--- src/rtl/wtv_pkg.sv ---
package wtv_pkg;

  typedef enum logic {
    V_IDLE = 1'b0,
    V_PLAY = 1'b1
  } vstate_t;

  typedef enum logic [1:0] {
    F_PCM16    = 2'd0,
    F_PCM8     = 2'd1,
    F_NIB      = 2'd2,
    F_NIB_LOOP = 2'd3
  } fmt_t;

  localparam logic [1:0] KEY_ON  = 2'b11;
  localparam logic [1:0] KEY_OFF = 2'b10;

  localparam logic [1:0] W_CTRL   = 2'd0;
  localparam logic [1:0] W_BASE   = 2'd1;
  localparam logic [1:0] W_LSTART = 2'd2;
  localparam logic [1:0] W_LEND   = 2'd3;

  localparam int B_KEY  = 0;
  localparam int B_LOOP = 2;
  localparam int B_FMT  = 4;
  localparam int B_HI   = 8;

endpackage

--- src/rtl/wtv_regs.sv ---
module wtv_regs
  import wtv_pkg::*;
#(
  parameter int ADDR_W = 21,
  parameter int REG_W  = 16,
  parameter int RA_W   = 4
) (
  input  logic              clk,
  input  logic              rst_n,
  input  logic              wr,
  input  logic [RA_W-1:0]   addr,
  input  logic [31:0]       wdata,
  output logic [31:0]       rdata,
  output logic [ADDR_W-1:0] base,
  output logic [REG_W-1:0]  lp_start,
  output logic [REG_W-1:0]  lp_end,
  output logic              loop_en,
  output fmt_t              fmt,
  output logic              key_on,
  output logic              key_off,
  output logic              ctrl_wr,
  output logic              wr_loop
);

  localparam int HI_W = ADDR_W - REG_W;

  logic [1:0]       word;
  logic [HI_W-1:0]  base_hi_q;
  logic [REG_W-1:0] base_lo_q;
  logic [REG_W-1:0] ls_q;
  logic [REG_W-1:0] le_q;
  logic             loop_q;
  fmt_t             fmt_q;
  logic             base_we, ls_we, le_we;
  logic             unused_bits;

  assign word    = addr[3:2];
  assign ctrl_wr = wr && (word == W_CTRL);
  assign base_we = wr && (word == W_BASE);
  assign ls_we   = wr && (word == W_LSTART);
  assign le_we   = wr && (word == W_LEND);
  assign wr_loop = wdata[B_LOOP];
  assign key_on  = ctrl_wr && (wdata[B_KEY+:2] == KEY_ON);
  assign key_off = ctrl_wr && (wdata[B_KEY+:2] == KEY_OFF);

  assign unused_bits = ^{addr[1:0], wdata[31:REG_W]};

  always_ff @(posedge clk or negedge rst_n) begin
    if (!rst_n) begin
      base_hi_q <= '0;
      loop_q    <= 1'b0;
      fmt_q     <= F_PCM16;
    end else if (ctrl_wr) begin
      base_hi_q <= wdata[B_HI+:HI_W];
      loop_q    <= wdata[B_LOOP];
      fmt_q     <= fmt_t'(wdata[B_FMT+:2]);
    end
  end

  always_ff @(posedge clk or negedge rst_n) begin
    if (!rst_n)       base_lo_q <= '0;
    else if (base_we) base_lo_q <= wdata[REG_W-1:0];
  end

  always_ff @(posedge clk or negedge rst_n) begin
    if (!rst_n)     ls_q <= '0;
    else if (ls_we) ls_q <= wdata[REG_W-1:0];
  end

  always_ff @(posedge clk or negedge rst_n) begin
    if (!rst_n)     le_q <= '0;
    else if (le_we) le_q <= wdata[REG_W-1:0];
  end

  always_comb begin
    rdata = '0;
    unique case (word)
      W_CTRL: begin
        rdata[B_HI+:HI_W] = base_hi_q;
        rdata[B_LOOP]     = loop_q;
        rdata[B_FMT+:2]   = fmt_q;
      end
      W_BASE:   rdata[REG_W-1:0] = base_lo_q;
      W_LSTART: rdata[REG_W-1:0] = ls_q;
      W_LEND:   rdata[REG_W-1:0] = le_q;
    endcase
  end

  assign base     = {base_hi_q, base_lo_q};
  assign lp_start = ls_q;
  assign lp_end   = le_q;
  assign loop_en  = loop_q;
  assign fmt      = fmt_q;

endmodule

--- src/rtl/wtv_fsm.sv ---
module wtv_fsm
  import wtv_pkg::*;
(
  input  logic clk,
  input  logic rst_n,
  input  logic key_on,
  input  logic key_off,
  input  logic ctrl_wr,
  input  logic wr_loop,
  input  logic tick,
  input  logic at_end,
  input  logic loop_en,
  output logic active,
  output logic issue
);

  vstate_t st_q, st_n;
  logic    rel_q, rel_n;

  always_comb begin
    st_n  = st_q;
    rel_n = rel_q;
    issue = 1'b0;
    if (key_on) begin
      st_n  = V_PLAY;
      rel_n = 1'b0;
    end else if (key_off && st_q == V_PLAY) begin
      if (!wr_loop) begin
        st_n  = V_IDLE;
        rel_n = 1'b0;
      end else begin
        rel_n = 1'b1;
      end
    end else if (ctrl_wr && !wr_loop && rel_q && st_q == V_PLAY) begin
      st_n  = V_IDLE;
      rel_n = 1'b0;
    end else if (tick && st_q == V_PLAY) begin
      issue = 1'b1;
      if (at_end && !loop_en) begin
        st_n  = V_IDLE;
        rel_n = 1'b0;
      end
    end
  end

  always_ff @(posedge clk or negedge rst_n) begin
    if (!rst_n) begin
      st_q  <= V_IDLE;
      rel_q <= 1'b0;
    end else begin
      st_q  <= st_n;
      rel_q <= rel_n;
    end
  end

  assign active = (st_q == V_PLAY);

endmodule

--- src/rtl/wtv_addr.sv ---
module wtv_addr
  import wtv_pkg::*;
#(
  parameter int ADDR_W = 21,
  parameter int POS_W  = 16
) (
  input  logic              clk,
  input  logic              rst_n,
  input  logic              restart,
  input  logic              issue,
  input  logic [ADDR_W-1:0] base,
  input  logic [POS_W-1:0]  lp_start,
  input  logic [POS_W-1:0]  lp_end,
  input  logic              loop_en,
  input  fmt_t              fmt,
  output logic              at_end,
  output logic              mem_rd,
  output logic [ADDR_W-1:0] mem_addr,
  output logic              mem_nib,
  output fmt_t              fmt_rd
);

  localparam int OFF_W = POS_W + 1;

  logic [POS_W-1:0]  pos_q, pos_n;
  logic [OFF_W-1:0]  off;
  logic [ADDR_W-1:0] addr_n;
  logic              rd_q;
  logic [ADDR_W-1:0] addr_q;
  logic              nib_q;
  fmt_t              fmt_q;

  assign at_end = (pos_q == lp_end);

  always_comb begin
    unique case (fmt)
      F_PCM16: off = {pos_q, 1'b0};
      F_PCM8:  off = {1'b0, pos_q};
      default: off = {2'b00, pos_q[POS_W-1:1]};
    endcase
  end

  assign addr_n = base + ADDR_W'(off);

  always_comb begin
    pos_n = pos_q;
    if (restart)
      pos_n = '0;
    else if (issue)
      pos_n = at_end ? (loop_en ? lp_start : pos_q) : pos_q + 1'b1;
  end

  always_ff @(posedge clk or negedge rst_n) begin
    if (!rst_n) pos_q <= '0;
    else        pos_q <= pos_n;
  end

  always_ff @(posedge clk or negedge rst_n) begin
    if (!rst_n) rd_q <= 1'b0;
    else        rd_q <= issue;
  end

  always_ff @(posedge clk or negedge rst_n) begin
    if (!rst_n) begin
      addr_q <= '0;
      nib_q  <= 1'b0;
      fmt_q  <= F_PCM16;
    end else if (issue) begin
      addr_q <= addr_n;
      nib_q  <= pos_q[0];
      fmt_q  <= fmt;
    end
  end

  assign mem_rd   = rd_q;
  assign mem_addr = addr_q;
  assign mem_nib  = nib_q;
  assign fmt_rd   = fmt_q;

endmodule

--- src/rtl/wtv_fmt.sv ---
module wtv_fmt
  import wtv_pkg::*;
#(
  parameter int DATA_W = 16
) (
  input  logic              clk,
  input  logic              rst_n,
  input  logic              mem_rd,
  input  logic              nib,
  input  fmt_t              fmt,
  input  logic [DATA_W-1:0] mem_rdata,
  output logic [DATA_W-1:0] sample,
  output logic              valid
);

  logic valid_q;
  logic nib_q;
  fmt_t fmt_q;

  always_ff @(posedge clk or negedge rst_n) begin
    if (!rst_n) valid_q <= 1'b0;
    else        valid_q <= mem_rd;
  end

  always_ff @(posedge clk or negedge rst_n) begin
    if (!rst_n) begin
      nib_q <= 1'b0;
      fmt_q <= F_PCM16;
    end else if (mem_rd) begin
      nib_q <= nib;
      fmt_q <= fmt;
    end
  end

  always_comb begin
    sample = '0;
    if (valid_q) begin
      unique case (fmt_q)
        F_PCM16: sample = mem_rdata;
        F_PCM8:  sample = {mem_rdata[7:0], {(DATA_W-8){1'b0}}};
        default: sample[3:0] = nib_q ? mem_rdata[7:4] : mem_rdata[3:0];
      endcase
    end
  end

  assign valid = valid_q;

endmodule

--- src/rtl/wt_voice.sv ---
module wt_voice
  import wtv_pkg::*;
#(
  parameter int ADDR_W = 21,
  parameter int DATA_W = 16,
  parameter int RA_W   = 4
) (
  input  logic              clk,
  input  logic              rst_n,
  input  logic              reg_wr,
  input  logic [RA_W-1:0]   reg_addr,
  input  logic [31:0]       reg_wdata,
  output logic [31:0]       reg_rdata,
  input  logic              sample_tick,
  output logic              mem_rd,
  output logic [ADDR_W-1:0] mem_addr,
  output logic              mem_nibble,
  input  logic [DATA_W-1:0] mem_rdata,
  output logic [DATA_W-1:0] sample_out,
  output logic              sample_valid,
  output logic              voice_active
);

  localparam int REG_W = 16;
  localparam int POS_W = REG_W;

  logic [ADDR_W-1:0] base;
  logic [POS_W-1:0]  lp_start, lp_end;
  logic              loop_en, key_on, key_off, ctrl_wr, wr_loop;
  logic              at_end, issue;
  fmt_t              fmt, fmt_rd;

  wtv_regs #(.ADDR_W(ADDR_W), .REG_W(REG_W), .RA_W(RA_W)) u_regs (
    .clk(clk), .rst_n(rst_n), .wr(reg_wr), .addr(reg_addr),
    .wdata(reg_wdata), .rdata(reg_rdata), .base(base),
    .lp_start(lp_start), .lp_end(lp_end), .loop_en(loop_en), .fmt(fmt),
    .key_on(key_on), .key_off(key_off), .ctrl_wr(ctrl_wr), .wr_loop(wr_loop)
  );

  wtv_fsm u_fsm (
    .clk(clk), .rst_n(rst_n), .key_on(key_on), .key_off(key_off),
    .ctrl_wr(ctrl_wr), .wr_loop(wr_loop), .tick(sample_tick),
    .at_end(at_end), .loop_en(loop_en), .active(voice_active), .issue(issue)
  );

  wtv_addr #(.ADDR_W(ADDR_W), .POS_W(POS_W)) u_addr (
    .clk(clk), .rst_n(rst_n), .restart(key_on), .issue(issue),
    .base(base), .lp_start(lp_start), .lp_end(lp_end), .loop_en(loop_en),
    .fmt(fmt), .at_end(at_end), .mem_rd(mem_rd), .mem_addr(mem_addr),
    .mem_nib(mem_nibble), .fmt_rd(fmt_rd)
  );

  wtv_fmt #(.DATA_W(DATA_W)) u_fmt (
    .clk(clk), .rst_n(rst_n), .mem_rd(mem_rd), .nib(mem_nibble),
    .fmt(fmt_rd), .mem_rdata(mem_rdata), .sample(sample_out),
    .valid(sample_valid)
  );

endmodule

--- config.mk ---
export PLATFORM = sky130hd
export DESIGN_NAME = wt_voice
export DESIGN_NICKNAME = d
export VERILOG_FILES = /design/src/rtl/wtv_pkg.sv /design/src/rtl/wtv_regs.sv /design/src/rtl/wtv_fsm.sv /design/src/rtl/wtv_addr.sv /design/src/rtl/wtv_fmt.sv /design/src/rtl/wt_voice.sv
export SDC_FILE = /design/constraint.sdc
export NUM_CORES = 1
export LEC_CHECK = 0
export ABC_CLOCK_PERIOD_IN_PS = 7420
export CAP_MARGIN = 40
export CORE_UTILIZATION = 48
export CTS_BUF_LIST = sky130_fd_sc_hd__clkbuf_4
export CTS_CLUSTER_DIAMETER = 200
export DETAILED_ROUTE_END_ITERATION = 8
export PLACE_DENSITY_LB_ADDON = 0.25
export SYNTH_ARGS = -nofsm -noshare
export SYNTH_HDL_FRONTEND = slang
export SYNTH_SLANG_ARGS = --single-unit
--- constraint.sdc ---
create_clock -name clk -period 7.42 [get_ports clk]
set_clock_uncertainty 0.05 [all_clocks]
set_input_delay 1.484 -clock clk [delete_from_list [all_inputs] [get_ports clk]]
set_output_delay 1.484 -clock clk [all_outputs]
set_load 0.02 [all_outputs]
### After elaboration in Yosys (flattened, before gate mapping)

Cells that the tools add are included.

* add/subtract/negate cells: 2
* equal/unequal tests: 10
* mux-type cells: 29
* reduce and logical (&&, ||, !) cells: 23

Operators by type and width (count)
* $mux W16: 5
* $pmux W17 S2: 1
* $pmux W12 S2: 1
* $add A21 B17 Y21: 1
* $pmux W5 S4: 1
* $add A16 B1 Y16 const B: 1
* $eq A16 B16 Y1: 1
* $mux W1: 13
* $logic_and A1 B1 Y1: 12
* $pmux W2 S3: 2
* $pmux W3 S3: 1
* $eq A2 B2 Y1 const B: 4
* $pmux W2 S4: 1
* $pmux W4 S2: 1
* $reduce_bool A4 Y1: 2
* $eq A2 B1 Y1 const B: 3
* $logic_not A2 Y1: 3
* $ne A3 B3 Y1 const B: 2
* $mux W4: 1
* $pmux W1 S4: 1
* $reduce_and A2 Y1: 2
* $pmux W1 S3: 1
* $reduce_and A3 Y1: 1
* $logic_not A1 Y1: 2
* $reduce_bool A2 Y1: 1

* bits in registers: 103
* input bits: 56
* output and inout bits: 73
* word-level logic and storage cells: 80

### Longest topological paths before layout

Gate-level depths: netlist of run 1.

* word-level depth: 10
* mapped depth: 13
* gate-level depth less buffers: 11

### By module

From an unflattened synthesis of run 1, not the netlist that was laid out.

* cell total of the unflattened synthesis: 642
* area, all modules: 6800.3 um2

By module, submodules not included
* wtv_addr: instances 1, cells each 413, area an instance 3495.9 um2, seq. area each 1026.0 um2
* wtv_regs: instances 1, cells each 170, area an instance 2757.6 um2, seq. area each 1401.3 um2
* wtv_fmt: instances 1, cells each 46, area an instance 405.4 um2, seq. area each 100.1 um2
* wtv_fsm: instances 1, cells each 13, area an instance 141.4 um2, seq. area each 50.0 um2

### Least setup slack after synthesis of run 1

No wires, ideal clock.

* path kind: in2out
* start: in reg_addr[2]
* end: out reg_rdata[0]
* data arrival time: 2.648 ns
* data required time: 5.886 ns
* slack: 3.238 ns
* stages on the path: 4
* path buffers: 2
* cell sequence: buf_2 buf_1 mux2_2 a22o_1

* longest elaborated chain between the ends: 2
* elaborated cells between the ends (all ways): 4
* classes of those cells: 3 x eq/ne; 1 x mux

Ends and longest elaborated chain
* start: declaration: line wt_voice.sv:11 `input logic [RA_W-1:0] reg_addr,`
* $eq A2 B2 Y1 or $eq A2 B1 Y1 (tied branches): line wtv_regs.sv:77 `unique case (word)`
* $pmux W2 S3 (*): line wtv_regs.sv:77
* end: declaration: line wt_voice.sv:13 `output logic [31:0] reg_rdata,`

Mark *: on every way between the ends. The rest lies on a longest branch, timed or not.

### Worst setup path after layout of run 1

* start: in reg_addr[2]
* end: out reg_rdata[15]

* longest elaborated chain between the ends: 2
* elaborated cells between the ends (all ways): 4
* classes of those cells: 3 x eq/ne; 1 x mux

Ends and longest elaborated chain (line)
* $eq A2 B2 Y1 or $eq A2 B1 Y1 (tied branches): wtv_regs.sv:77
* $pmux W3 S3 (*): wtv_regs.sv:77

Marks and branches as above.

==> impl_metrics.tcl, run 1 <==
set metrics [dict create \
    outcome "finished clean" \
    final_area_sq_mm 0.00763 \
    synth_area_sq_mm 0.00658 \
    yosysSeqAreaShare 0.392 \
    finalCritPeriodShare 0.720 \
    cts_inserted_buffers 9 \
    global_route.usage.met2 0.395 \
    cp_max_fo 20 \
    synth_common_cells "dfrtp_1, nand2_1, mux2_2" \
    max-slew-margin-rel 0.392 \
    drtAntennaViolNets 0 \
    rsz0062_at_grt "no" \
    ys_async_sr_fraction 1.00 \
    hold_path.class "reg -> reg" \
    ys.warnings.count 0 \
    grt_pass1_vias 5274 \
    layout-drive-gt1-share 0.151 \
    r2r_cells 8 \
    antenna_found_initial 1 \
    cts_hold_buf 0 \
    crit_path_start_kind "primary input" \
    r2r_slack_ps 4170 \
    synth_top_cell_by_area "dfrtp_1" \
    path_class "in -> out" \
    syn2layout_area_growth_pct 16.0 \
    cts_tree "yes" \
    fin_nets 799 \
    syn_inst 663 \
    synth-edff-count 0 \
    p_per_area_mw_per_mm2 246 \
    yosys-top-cells-area "dfrtp_1, mux2_2, nand2_1, mux2i_1, ha_1" \
    endpoint "reg_rdata[15]" \
    dr.first_iter.drc_count 329 \
    clk_pin_slew_ps 140 \
    coreArea_sq_mm 0.0133 \
    cts_resized 0 \
    clkSinkCount 103 \
    die_area_sq_mm 0.0142 \
    grt_pass1_wl_um 27100 \
    num_io_pins 129 \
    cts_buffer_depth 2 \
    tns_ps 0 \
    initial_core_util 0.495 \
    insertion_delay_ps 500 \
    grt_busiest_layer "met2" \
    grt_use_total 0.244 \
    pre_cts_ws_ps 2070 \
    synth-seq-cells 103 \
    ys_types 60 \
    routedWlPerCell_um 18.0 \
    grt_max_degree 58 \
    power.total_w 0.00188 \
    rows 42 \
    rr_startpoint "u_regs.fmt[1]" \
    critPathArrivalTime_ps 3800 \
    vias 5299 \
    endpoint_kind "output port" \
    yosysTopAreaCellShare 0.392 \
    hpwl_um 12100 \
    first_pass_iters 5 \
    peakVddDrop_v 0.000108 \
    syn_avg_cell_area_sq_um 9.92 \
    nFillCells 1177 \
    die_x_um 119 \
    totalWireLength_um 16300 \
    gp_congestion 0.897 \
    htreeDepth 3 \
    viasPerCell 5.85 \
    drc 0 \
    setup_viol 0 \
    met3_usage 0.0354 \
    grtUsageMet1 0.327 \
    die_h_um 119 \
    finalHoldViolations 0 \
    cap_violations 0 \
    required_ps 5890 \
    placed_area_sq_mm 0.00750 \
    drv_slew 0 \
    post_cts_buffers 0 \
    r2r_end "u_addr.mem_addr[20]" \
    grt.overflow.total 0 \
    synth_ff_type "dfrtp_1" \
    post-route-util 0.574 \
    critPathLaunch "reg_addr[2]" \
    port-buffer-count 94 \
    fmax_mhz 187 \
    leakage_nw 3.17 \
    tightest_slew_ps 905 \
    fin_ws_ps 2080 \
    yosysMostFrequentCell "dfrtp_1" \
    root_buffer "clkbuf_4" \
    period_minus_slack_ps 5340 \
]
-- area by class of cell --
| type | instances | area (sq um) | area share |
|---|---|---|---|
| Multi-Input combinational cell | 497 | 3660 | 0.479 |
| Sequential cell | 103 | 2580 | 0.338 |
| Timing Repair Buffer | 101 | 1030 | 0.134 |
| Tap cell | 176 | 220 | 0.0289 |
| Clock buffer | 10 | 75.1 | 0.00984 |
| Inverter | 12 | 45.0 | 0.00590 |
| Clock inverter | 6 | 27.5 | 0.00361 |
| Antenna cell | 1 | 2.50 | 0.000328 |
-- logic make-up (layout without fill, tap and decap cells) --
group,Yosys count,in the layout,share of synthesized area
and+or+nand+nor,204,204,0.157
AOI/OAI and AO/OA,130,130,0.135
DFF,103,103,0.392
muxes,100,100,0.180
buffers and inverters,78,129,0.0605
xor gates and xnor gates,28,28,0.0373
adders and majority gates,19,19,0.0373
other,1,17,0.000570
-- routing by layer --
metal,wire length [um],up-vias
met5,0,-
met4,403,0
met3,695,26
met2,7650,165
met1,7530,2608
li1,-,2500
-- worst min path at each step --
stage / startpoint / to / slack, ps / cells past startpoint
detailed placement: u_addr.fmt_rd[1] / u_addr.fmt_rd[1] / 420 / 2
floorplan: u_addr.fmt_rd[0] / u_addr.fmt_rd[0] / 390 / 2
global route: u_addr.mem_addr[3] / u_addr.mem_addr[3] / 470 / 2
finish: u_addr.mem_addr[4] / u_addr.mem_addr[4] / 440 / 2
CTS: u_addr.fmt_rd[1] / u_addr.fmt_rd[1] / 450 / 2
global placement: u_addr.fmt_rd[1] / u_addr.fmt_rd[1] / 410 / 2
-- placed cells by master, fill, tap and decap left out, types with 9 or more instances in the layout --
master | netlist | layout
mux2i_1 | 24 | 24
ha_1 | 18 | 18
nor3_1 | 12 | 12
inv_1 | 11 | 11
clkdlybuf4s50_1 | 0 | 93
a221o_1 | 14 | 14
mux2_2 | 68 | 68
nand4_1 | 12 | 12
a21oi_1 | 18 | 18
o22ai_1 | 12 | 12
dfrtp_1 | 103 | 103
nand3_1 | 17 | 17
nor2b_1 | 11 | 11
o21ai_0 | 40 | 40
nand2_1 | 73 | 73
clkbuf_4 | 0 | 10
xnor2_1 | 21 | 21
nor2_1 | 33 | 33
conb_1 | 1 | 16
and3_1 | 9 | 9
-- state kept, by name (all words and copies together) (netlist names), 2 cells and up --
name,flops
u_regs.base_hi_q,5
u_addr.pos_q,16
u_regs.fmt,2
u_regs.lp_start,16
u_addr.fmt_rd,2
u_regs.base_lo_q,16
u_fmt.fmt_q,2
u_addr.mem_addr,21
u_regs.lp_end,16
-- power by group --
part	total, W	internal, W	switching, W
clock network	0.000258	0.0000684	0.000190
logic	0.000777	0.000395	0.000382
registers	0.000844	0.000693	0.000151
total	0.00188	0.00116	0.000722
-- critical path, cell delays in order --
cell,delay (ps)
clkdlybuf4s50_1,450
buf_4,300
nor2b_1,680
a22o_1,270
clkdlybuf4s50_1,610
-- through the flow --
step,hold slack [ps],instances
finish,443,906
global route,472,906
CTS,452,904
detailed placement,417,888
global placement,411,886
floorplan,391,678
Power figures use the tool's default switching activity.
==> run 2, diff against run 1 <==
- ABC_CLOCK_PERIOD_IN_PS: 7420 -> 5100
- clock period: 7.42 -> 5.1 ns (I/O delays scaled with it)
==> run 2 against run 1 <==
Non-clock buffer count rose by 1. Flip-flop and latch count did not move. Core utilization rose by 0.41 points. Design area up 0.72%. Cell count did not move. Die area unchanged. Critical endpoint is now reg_rdata[6]. Global-route usage fell by 0.21 points. Clock power up 100%.
==> impl_metrics.tcl, run 2 (synthesis gave the netlist of run 1 again) <==
set metrics [dict create \
    outcome "finished clean" \
    first_pass_iters 5 \
    required_ps 4030 \
    cts_resized 0 \
    cp_max_fo 9 \
    die_h_um 119 \
    grt_max_degree 68 \
    clk_pin_slew_ps 160 \
    viasPerCell 5.85 \
    critPathArrivalTime_ps 3000 \
    totalWireLength_um 16300 \
    initial_core_util 0.495 \
    drc 0 \
    root_buffer "clkbuf_4" \
    fin_nets 800 \
    crit_path_top_delay_cell "nor2b_1" \
    cts_inserted_buffers 9 \
    vias 5301 \
    grt_pass1_wl_um 26900 \
    crit_path_start_kind "primary input" \
    clkSinkCount 103 \
    grt.overflow.total 0 \
    dr.first_iter.drc_count 231 \
    hpwl_um 12000 \
    critical_path.most_common_cell "clkdlybuf4s50_1" \
    cts_hold_buf 0 \
    tightest_slew_ps 925 \
    port-buffer-count 94 \
    gp_congestion 0.905 \
    final_common_cell "dfrtp_1" \
    fmax_mhz 246 \
    finalHoldViolations 0 \
    cap_violations 0 \
    endpoint_kind "output port" \
    rsz0062_at_grt "no" \
    grt_pass1_vias 5302 \
    routedWlPerCell_um 18.0 \
    grt_use_total 0.242 \
    insertion_delay_ps 500 \
    p_per_area_mw_per_mm2 374 \
    cts_buffer_depth 2 \
    drv_slew 0 \
    die_area_sq_mm 0.0142 \
    leakage_nw 3.20 \
    rows 42 \
    die_x_um 119 \
    critical_path.top_delay_family "buffers and inverters" \
    max-slew-margin-rel 0.383 \
    layout-drive-gt1-share 0.153 \
    setup_viol 0 \
    power.total_w 0.00287 \
    period_minus_slack_ps 4070 \
    drtAntennaViolNets 0 \
    max_stage_delay_ps 640 \
    post_cts_buffers 0 \
    largest_reg_flops 21 \
    tns_ps 0 \
    coreArea_sq_mm 0.0133 \
    peakVddDrop_v 0.000172 \
    num_io_pins 129 \
    cts_tree "yes" \
    antenna_found_initial 0 \
    path_cells "clkdlybuf4s50_1, nor2b_1, a22o_1, clkdlybuf4s50_1" \
    n_antenna_cell 0 \
    path_class "in -> out" \
    final_cell_mix "dfrtp_1, clkdlybuf4s50_1, nand2_1, mux2_2, o21ai_0" \
    finalCritPeriodShare 0.798 \
    hold_path.class "reg -> reg" \
    path_buf_inv 2 \
    syn2layout_area_growth_pct 16.9 \
    htreeDepth 3 \
]
run 2: worst paths after layout:
path	startpoint	cells after the start	end	slack [ps]
max in group asynchronous	rst_n	2	u_regs.base_hi_q[3]	3460
setup reg to reg	u_regs.fmt[0]	9	u_addr.mem_addr[19]	1610
hold reg to reg	u_addr.fmt_rd[1]	2	u_addr.fmt_rd[1]	450
setup / recovery	reg_addr[2]	4	reg_rdata[6]	1030
min in group asynchronous	rst_n	1	u_addr.mem_addr[1]	550
hold / removal	u_addr.fmt_rd[1]	2	u_addr.fmt_rd[1]	450
run 2: routing by layer:
metal	global-route usage	routed length (um)	vias to the layer above
met4	0.121	523	0
met1	0.319	7450	2606
met3	0.0398	777	33
met5	0	0	-
li1	-	-	2503
met2	0.386	7570	159
run 2: where the power goes:
part	leakage, nW	total [W]	internal, W	switching [W]
clock	0.0933	0.000526	0.000244	0.000282
sequential	1.27	0.00124	0.00101	0.000229
combinational	1.83	0.00111	0.000569	0.000541
total	3.20	0.00287	0.00182	0.00105
run 2: area by class of cell:
type	count	area, sq um
Multi-Input combinational cell	497	3660
Fill cell	1163	5610
Clock buffer	9	67.6
Sequential cell	103	2580
Tap cell	176	220
Timing Repair Buffer	102	1010
Inverter	12	45.0
Clock inverter	7	111
run 2: worst min-delay path: stages (launching register included):
cell and delay [ps]:
dfrtp_1 370, nand2_1 50, nand2_1 50
run 2: metrics by stage:
stage                     setup WS [ps]  std cells  hold slack [ps]  area, sq um  utilization
after floorplan                    1850        678              391         6630            -
after global routing                920        906              475         7690        0.578
after detailed placement           1030        890              420         7510        0.565
after global placement             1050        887              411         7480        0.562
after CTS                          1000        906              456         7690        0.578
final                              1030        906              447         7690        0.578
